==> config.mk <==
export PLATFORM = sky130hd
export DESIGN_NAME = hdlc_stat_reg
export DESIGN_NICKNAME = d
export VERILOG_FILES = /design/src/rtl/hdlc_stat_pkg.sv /design/src/rtl/hdlc_event_latch.sv /design/src/rtl/hdlc_fifo_level.sv /design/src/rtl/hdlc_carrier_mon.sv /design/src/rtl/hdlc_stat_reg.sv
export SDC_FILE = /design/constraint.sdc
export NUM_CORES = 1
export LEC_CHECK = 0
export BUFFER_PORTS_ARGS = -buffer_cell sky130_fd_sc_hd__clkbuf_2
export CAP_MARGIN = 20
export CELL_PAD_IN_SITES_DETAIL_PLACEMENT = 0
export CELL_PAD_IN_SITES_GLOBAL_PLACEMENT = 1
export CORE_MARGIN = 2
export CORE_UTILIZATION = 35
export DETAILED_ROUTE_END_ITERATION = 8
export PLACE_DENSITY_LB_ADDON = 0.1
export SLEW_MARGIN = 10
export SYNTH_ARGS = -nofsm -noshare
export SYNTH_HDL_FRONTEND = slang
export SYNTH_HIERARCHICAL = 1
export SYNTH_SLANG_ARGS = --single-unit
==> constraint.sdc <==
create_clock -name clk -period 2.8 [get_ports clk]
set_input_delay 0 -clock clk [delete_from_list [all_inputs] [get_ports clk]]
set_output_delay 0 -clock clk [all_outputs]
set_load 0.03 [all_outputs]
==> src/rtl/hdlc_stat_pkg.sv <==
package hdlc_stat_pkg;
  // Bit positions inside the status byte; software decodes these.
  localparam int unsigned B_TX_DONE   = 7;
  localparam int unsigned B_RX_HALF   = 6;
  localparam int unsigned B_TX_HALFE  = 5;
  localparam int unsigned B_CARRIER   = 4;
  localparam int unsigned B_RX_NE     = 3;
  localparam int unsigned B_RX_END    = 2;
  localparam int unsigned B_RX_START  = 1;
  localparam int unsigned B_TX_NF     = 0;

  // Index of each sticky flag inside the event latch bank.
  localparam int unsigned EV_TX_DONE  = 0;
  localparam int unsigned EV_RX_END   = 1;
  localparam int unsigned EV_RX_START = 2;
  localparam int unsigned EV_COUNT    = 3;

  typedef struct packed {
    logic rx_half;
    logic rx_ne;
    logic tx_half_empty;
    logic tx_not_full;
  } fifo_lvl_t;
endpackage

==> src/rtl/hdlc_event_latch.sv <==
module hdlc_event_latch #(
  parameter int unsigned N = 3
) (
  input  logic         clk,
  input  logic         rst,
  input  logic         clr,
  input  logic [N-1:0] ev,
  output logic [N-1:0] q
);
  // A new event wins over a read clear in the same cycle.
  for (genvar i = 0; i < N; i++) begin : g_flag
    always_ff @(posedge clk) begin
      if (rst)
        q[i] <= 1'b0;
      else if (ev[i])
        q[i] <= 1'b1;
      else if (clr)
        q[i] <= 1'b0;
    end
  end
endmodule

==> src/rtl/hdlc_fifo_level.sv <==
module hdlc_fifo_level
  import hdlc_stat_pkg::*;
#(
  parameter int unsigned DEPTH = 64,
  parameter int unsigned CW    = $clog2(DEPTH + 1)
) (
  input  logic [CW-1:0] rx_fill,
  input  logic [CW-1:0] tx_fill,
  output fifo_lvl_t     lvl
);
  localparam logic [CW-1:0] HALF = CW'(DEPTH / 2);
  localparam logic [CW-1:0] FULL = CW'(DEPTH);

  always_comb begin
    lvl.rx_half       = (rx_fill > HALF);
    lvl.rx_ne         = (rx_fill != '0);
    lvl.tx_half_empty = (tx_fill < HALF);
    lvl.tx_not_full   = (tx_fill < FULL);
  end
endmodule

==> src/rtl/hdlc_carrier_mon.sv <==
module hdlc_carrier_mon #(
  parameter int unsigned SHORT_RUN = 255,
  parameter int unsigned LONG_RUN  = 2048,
  parameter int unsigned RW        = $clog2(LONG_RUN + 1)
) (
  input  logic clk,
  input  logic rst,
  input  logic line_pos,
  input  logic line_neg,
  input  logic long_sel,
  output logic loss
);
  localparam logic [RW-1:0] THR_S = RW'(SHORT_RUN);
  localparam logic [RW-1:0] THR_L = RW'(LONG_RUN);

  logic [RW-1:0] zcnt;
  logic [RW-1:0] thr;
  logic          mark;

  assign thr  = long_sel ? THR_L : THR_S;
  assign mark = line_pos | line_neg;
  assign loss = (zcnt >= thr);

  always_ff @(posedge clk) begin
    if (rst || mark)
      zcnt <= '0;
    else if (zcnt < thr)
      zcnt <= zcnt + 1'b1;
  end
endmodule

==> src/rtl/hdlc_stat_reg.sv <==
module hdlc_stat_reg
  import hdlc_stat_pkg::*;
#(
  parameter  int unsigned FIFO_DEPTH = 64,
  parameter  int unsigned SHORT_RUN  = 255,
  parameter  int unsigned LONG_RUN   = 2048,
  localparam int unsigned FILL_W     = $clog2(FIFO_DEPTH + 1)
) (
  input  logic              clk,
  input  logic              rst,
  input  logic [FILL_W-1:0] rx_fill,
  input  logic [FILL_W-1:0] tx_fill,
  input  logic              ev_rx_good_end,
  input  logic              ev_rx_crc_err,
  input  logic              ev_rx_overrun,
  input  logic              ev_rx_abort,
  input  logic              ev_rx_open_flag,
  input  logic              ev_tx_done,
  input  logic              line_pos,
  input  logic              line_neg,
  input  logic              long_run_sel,
  input  logic              rd_stb,
  output logic [7:0]        stat_byte
);
  logic [EV_COUNT-1:0] ev_vec;
  logic [EV_COUNT-1:0] sticky;
  fifo_lvl_t           lvl;
  logic                loss;

  always_comb begin
    ev_vec              = '0;
    ev_vec[EV_TX_DONE]  = ev_tx_done;
    ev_vec[EV_RX_END]   = ev_rx_good_end | ev_rx_crc_err | ev_rx_overrun | ev_rx_abort;
    ev_vec[EV_RX_START] = ev_rx_open_flag;
  end

  hdlc_event_latch #(.N(EV_COUNT)) u_events (
    .clk (clk),
    .rst (rst),
    .clr (rd_stb),
    .ev  (ev_vec),
    .q   (sticky)
  );

  hdlc_fifo_level #(.DEPTH(FIFO_DEPTH), .CW(FILL_W)) u_levels (
    .rx_fill (rx_fill),
    .tx_fill (tx_fill),
    .lvl     (lvl)
  );

  hdlc_carrier_mon #(.SHORT_RUN(SHORT_RUN), .LONG_RUN(LONG_RUN)) u_carrier (
    .clk      (clk),
    .rst      (rst),
    .line_pos (line_pos),
    .line_neg (line_neg),
    .long_sel (long_run_sel),
    .loss     (loss)
  );

  always_comb begin
    stat_byte             = '0;
    stat_byte[B_TX_DONE]  = sticky[EV_TX_DONE];
    stat_byte[B_RX_HALF]  = lvl.rx_half;
    stat_byte[B_TX_HALFE] = lvl.tx_half_empty;
    stat_byte[B_CARRIER]  = loss;
    stat_byte[B_RX_NE]    = lvl.rx_ne;
    stat_byte[B_RX_END]   = sticky[EV_RX_END];
    stat_byte[B_RX_START] = sticky[EV_RX_START];
    stat_byte[B_TX_NF]    = lvl.tx_not_full;
  end
endmodule

======== Word level (Yosys, flattened, before mapping) ========
Cells that the tools add are included.
storage, ports and cells
  register bits ........................... 15
  bits in latches ......................... 0
  RAM bits ................................ 0
  ROM bits ................................ 0
  output and inout port bits .............. 8
  memories kept ........................... 0
cells by class
  add/subtract/negate cells ............... 1
  multiply operators ...................... 0
  divide/modulo/power cells ............... 0
  order comparisons ....................... 5
  equal/unequal tests ..................... 0
  shift-type cells ........................ 0
  muxes and demuxes ....................... 5
  bitwise operators ....................... 4
  reduce and logical (&&, ||, !) cells .... 5
operator list
  kind                     number
  $add A12 B1 Y12 const B  1
  $ge A12 B12 Y1           1
  $lt A12 B12 Y1           1
  $mux W12                 1
  $gt A7 B6 Y1 const B     1
  $lt A7 B6 Y1 const B     1
  $lt A7 B7 Y1 const B     1
  $reduce_bool A7 Y1       1
  $reduce_bool A2 Y1       3
  $mux W1                  4
  $or A1 B1 Y1             4
  $logic_or A1 B1 Y1       1

======== Logic depth before layout (Yosys ltp) ========
  depth after elaboration ................. 4
  depth in mapped cells ................... 9
  gate-level depth less buffers ........... 7

======== Cells and area by module ========
Netlist, hierarchy kept.
by module, submodules not included
  module            instances  cells an instance  area an instance (sq um)  seq. area each (sq um)
  hdlc_carrier_mon  1          97                 872.1                     240.2
  hdlc_event_latch  1          12                 105.1                     60.1
  hdlc_fifo_level   1          7                  40.0                      0.0
  hdlc_stat_reg     1          2                  15.0                      0.0

======== Least setup slack after synthesis ========
OpenSTA, ideal clock, no wires.
  path kind ............................... register -> register
  start ................................... register u_carrier.zcnt[4]
  end ..................................... register u_carrier.zcnt[6]
  setup time .............................. 0.115 ns
  arrival ................................. 1.904 ns
  data required time ...................... 2.685 ns
  path slack .............................. 0.781 ns
  cell stages (with the launch flop) ...... 8
  path buffers ............................ 1
  clock period less this slack ............ 2.019 ns
  path through ............................ dfxtp_1 > ha_1 > or4b_1 > or3_4 > a22oi_4 > buf_6 > nor4_1 > o21a_1
on the way
  longest elaborated chain between the ends .. 1
RTL lines
  what                                               RTL line                                        text
  from (decl)                                        hdlc_carrier_mon.sv:16                          logic [RW-1:0] zcnt;
  from (signal assigned)                             hdlc_carrier_mon.sv:28                          zcnt <= zcnt + 1'b1;
  $add A12 B1 Y12 or $lt A12 B12 Y1 (tied branches)  hdlc_carrier_mon.sv:28, hdlc_carrier_mon.sv:27
Parallel ways exist; a longest one is shown, timed or not.
A chain may end at the register's enable or synchronous reset.

======== Final worst setup path ========
  start ................................... register u_carrier.zcnt[4]
  end ..................................... output stat_byte[4]
on the way
  longest elaborated chain between the ends .. 1
RTL lines
  what            RTL line                text
  $ge A12 B12 Y1  hdlc_carrier_mon.sv:22  assign loss = (zcnt >= thr);
  to (decl)       hdlc_stat_reg.sv:23     output logic [7:0] stat_byte
No other way between the ends.

==> key figures <==
Status
  – Outcome: completed

Job
  – Max Cap Viol: 0

Power
  – Power density cells: 328 mW/mm^2
  – Net switching power: about 0.11 mW
  – Leak: 0.528 nW
  – Clock power frac: 31.2%
  – Logic gate share of total power: 15.6%
  – Worst ir drop on vdd: approximately 0.35 mV
  – Switching Share: about a quarter
  – Seq pwr share: a little over half
  – Design Power: between 0.4 and 0.5 mW
  – P_int: 0.303 mW

Synthesis
  – Netlist Area Pre-Place: 0.00103 sq mm
  – Mapped Nets: between 150 and 200
  – Register area share after synthesis: about 29%
  – Synth Instances: ~120
  – Number of synthesized register bits: 15
  – Ys Warns: 6
  – Synth unique cells: 38
  – Syn avg cell area: just under 9 sq um

STA
  – Unrepaired setup endpoints after global routing: no
  – Final Cycle Share: roughly nine tenths
  – Slew Viols, Final: 0
  – Worst Skew: ~0.0015 ns
  – Peak Freq: 397 MHz
  – Worst slew pin tran: 0.622 ns
  – Rel. slew slack: about 60%
  – Setup TNS: 0 ns
  – # setup viols final: 0
  – Hold Fails Final Rpt: 0
  – Min cycle time layout: between 2 and 3 ns
  – Final worst setup slack: around 0.28 ns
  – Worst hold slack: 0.0153 ns

Drt
  – Remaining DRCs: 0
  – Avg WL per Cell: approximately 13 microns
  – Via density: roughly 5.5
  – Via Count: 1007
  – WL met3: just over 100 microns
  – DRT met1 WL: 1150 microns
  – Initial DRT Pass Iterations: 3
  – 1st-iter DRT viols: 16
  – DRT antenna net count: 0
  – Met2 wire length: approximately 1100 microns
  – Routed Wire Length: 2390 microns
  – Uppermost layer routed: met4

Clock tree
  – Worst skew pair latency: roughly 0.28 ns
  – Longest Clk Path Bufs: 2
  – Cts bufs inserted: 3
  – CTS Root Cell: clkbuf_4
  – CTS clk-pin slew, worst paths: roughly 0.09 ns
  – CTS tree: built
  – Setup Fix Bufs, Post-CTS: 0
  – CTS H-Tree Depth: 1
  – CTS sink count: 15

Die
  – Die area: ~0.0034 sq mm
  – Initial Util: between 30% and 40%
  – Ports: 34
  – Die Y: about 58 microns
  – Core area: 0.00278 sq mm
  – Num rows: 19
  – Die width: 58.3 microns

Worst setup path
  – Arr. time, crit path: around 2.5 ns
  – Worst Setup End Kind: primary output
  – Worst-path maximum fanout: 19
  – Required @ worst endpoint: between 2 and 3 ns
  – Startpoint type of the worst setup path: flip-flop
  – Kind of critical path: flip-flop to primary output

GRT
  – Initial antenna violation count: 0
  – Congestion Overflow GR: 0
  – Vias in the first global route: around 1000
  – All-layer global routing usage: 15.9%
  – First-pass GRT wire length: 4240 microns
  – Largest net degree at the start of global routing: 20

Final layout
  – Final cell count without fillers: between 150 and 200
  – Area Growth Syn to Fin: 21.7%
  – Final #Nets: 189
  – Antenna cell count: 0
  – Share of layout cells above drive strength 1: a little under a third
  – Most common cell after layout, fill and taps aside: clkbuf_2
  – Most frequent cells in the layout: clkbuf_2, dfxtp_1, a21oi_1

Placed design
  – GP Congestion: a little over 0.8
  – Port Buffers: 28
  – DP HPWL: 1780 microns
  – Pre-CTS setup slack: 0.557 ns
  – Placed insts: 173

Hold path
  – Worst hold path class: input pin to flip-flop
[logic make-up after synthesis]
| logic type | count (synthesis) | share of synthesized area, % |
|---|---|---|
| flops | 15 | 29.1 |
| fa+ha+maj | 10 | 12.1 |
| compound gates | 33 | 22.5 |
| xor+xnor | 1 | 0.849 |
| simple gates | 46 | 27.8 |
| buf+inv | 13 | 7.64 |
[flip-flops by register name (all words and copies together) (netlist names)]
signal,cells
u_events/q,3
u_carrier/zcnt,12
[metal layers]
layer  up-vias  GRT usage (%)
met3         2           3.96
met1       471           19.9
met2        19           28.4
met5         -              0
met4         0           1.99
li1        515              -
[synth_stat cells]
| master | count | area, sq um |
|---|---|---|
| or4_2 | 4 | 35.0 |
| nor3_1 | 2 | 10.0 |
| o21a_1 | 2 | 15.0 |
| or4_1 | 1 | 7.51 |
| o211ai_1 | 2 | 15.0 |
| nand3b_1 | 1 | 7.51 |
| o311ai_1 | 1 | 8.76 |
| xnor2_1 | 1 | 8.76 |
| buf_6 | 3 | 33.8 |
| a21oi_2 | 3 | 26.3 |
| o21ai_0 | 3 | 15.0 |
| nor3b_1 | 1 | 7.51 |
| o41ai_1 | 1 | 8.76 |
| o31ai_1 | 4 | 30.0 |
| nand4_1 | 1 | 6.26 |
| or4b_1 | 1 | 10.0 |
| o31a_2 | 2 | 20.0 |
| dfxtp_1 | 15 | 300 |
| ha_1 | 10 | 125 |
| buf_4 | 2 | 15.0 |
| nor2_1 | 5 | 18.8 |
| nand2b_1 | 4 | 25.0 |
| nand2_1 | 4 | 15.0 |
| or3b_2 | 1 | 8.76 |
| o21ai_1 | 2 | 10.0 |
| a21oi_1 | 11 | 55.1 |
| or3_1 | 3 | 18.8 |
| nor4_1 | 2 | 12.5 |
| nor4_2 | 1 | 12.5 |
| and2_0 | 1 | 6.26 |
| nor2b_1 | 1 | 6.26 |
| or3_2 | 1 | 7.51 |
| or3_4 | 1 | 11.3 |
| inv_1 | 8 | 30.0 |
| a22oi_4 | 1 | 21.3 |
| a211oi_1 | 1 | 7.51 |
| and3_1 | 4 | 25.0 |
| nand3_1 | 7 | 35.0 |
[path summary, 6_finish.rpt]
path | slack [ns] | from | endpoint | cells after the start
min | 0.02 | line_pos | u_carrier/zcnt[6]$_SDFFE_PP0N_ | 3
min reg2reg | 0.51 | u_carrier/zcnt[11]$_SDFFE_PP0N_ | u_carrier/zcnt[11]$_SDFFE_PP0N_ | 2
max | 0.28 | u_carrier/zcnt[4]$_SDFFE_PP0N_ | stat_byte[4] | 7
max reg2reg | 0.54 | u_carrier/zcnt[3]$_SDFFE_PP0N_ | u_carrier/zcnt[8]$_SDFFE_PP0N_ | 5
[per-stage QoR]
step	area (sq um)	util [%]
floorplan	1030	-
global placement	1170	42.1
detailed placement	1170	42.1
CTS	1260	45.2
global route	1260	45.2
finish	1260	45.2
[worst max-delay path, stage by stage (launching register included)]
cell	delay, ns
dfxtp_1	0.36
ha_1	0.28
or4b_1	0.42
or3_4	0.36
a22oi_4	0.41
nor2_1	0.09
o21ai_0	0.09
clkbuf_2	0.22
[layout make-up]
type | instances | area (sq um)
sequential | 15 | 300
clock buffer | 4 | 26.3
fill | 319 | 1530
multi-input combinational | 90 | 653
inverter | 8 | 30.0
tap | 31 | 38.8
timing repair buffer | 35 | 208
[power groups by stage]
| stage | Clock [mW] | Sequential [mW] | Combinational, mW |
|---|---|---|---|
| after floorplan | 0 | 0.229 | 0.0263 |
| after detailed placement | 0 | 0.224 | 0.0576 |
| after global placement | 0 | 0.224 | 0.0553 |
| after CTS | 0.137 | 0.219 | 0.0648 |
| final | 0.129 | 0.219 | 0.0645 |
| after global routing | 0.143 | 0.220 | 0.0715 |
[repair_timing]
action,CTS,global route
gates resized for setup,0,0
hold endpoints to repair,3,0
hold buffers,6,0
(Power assumes the default switching activity.)
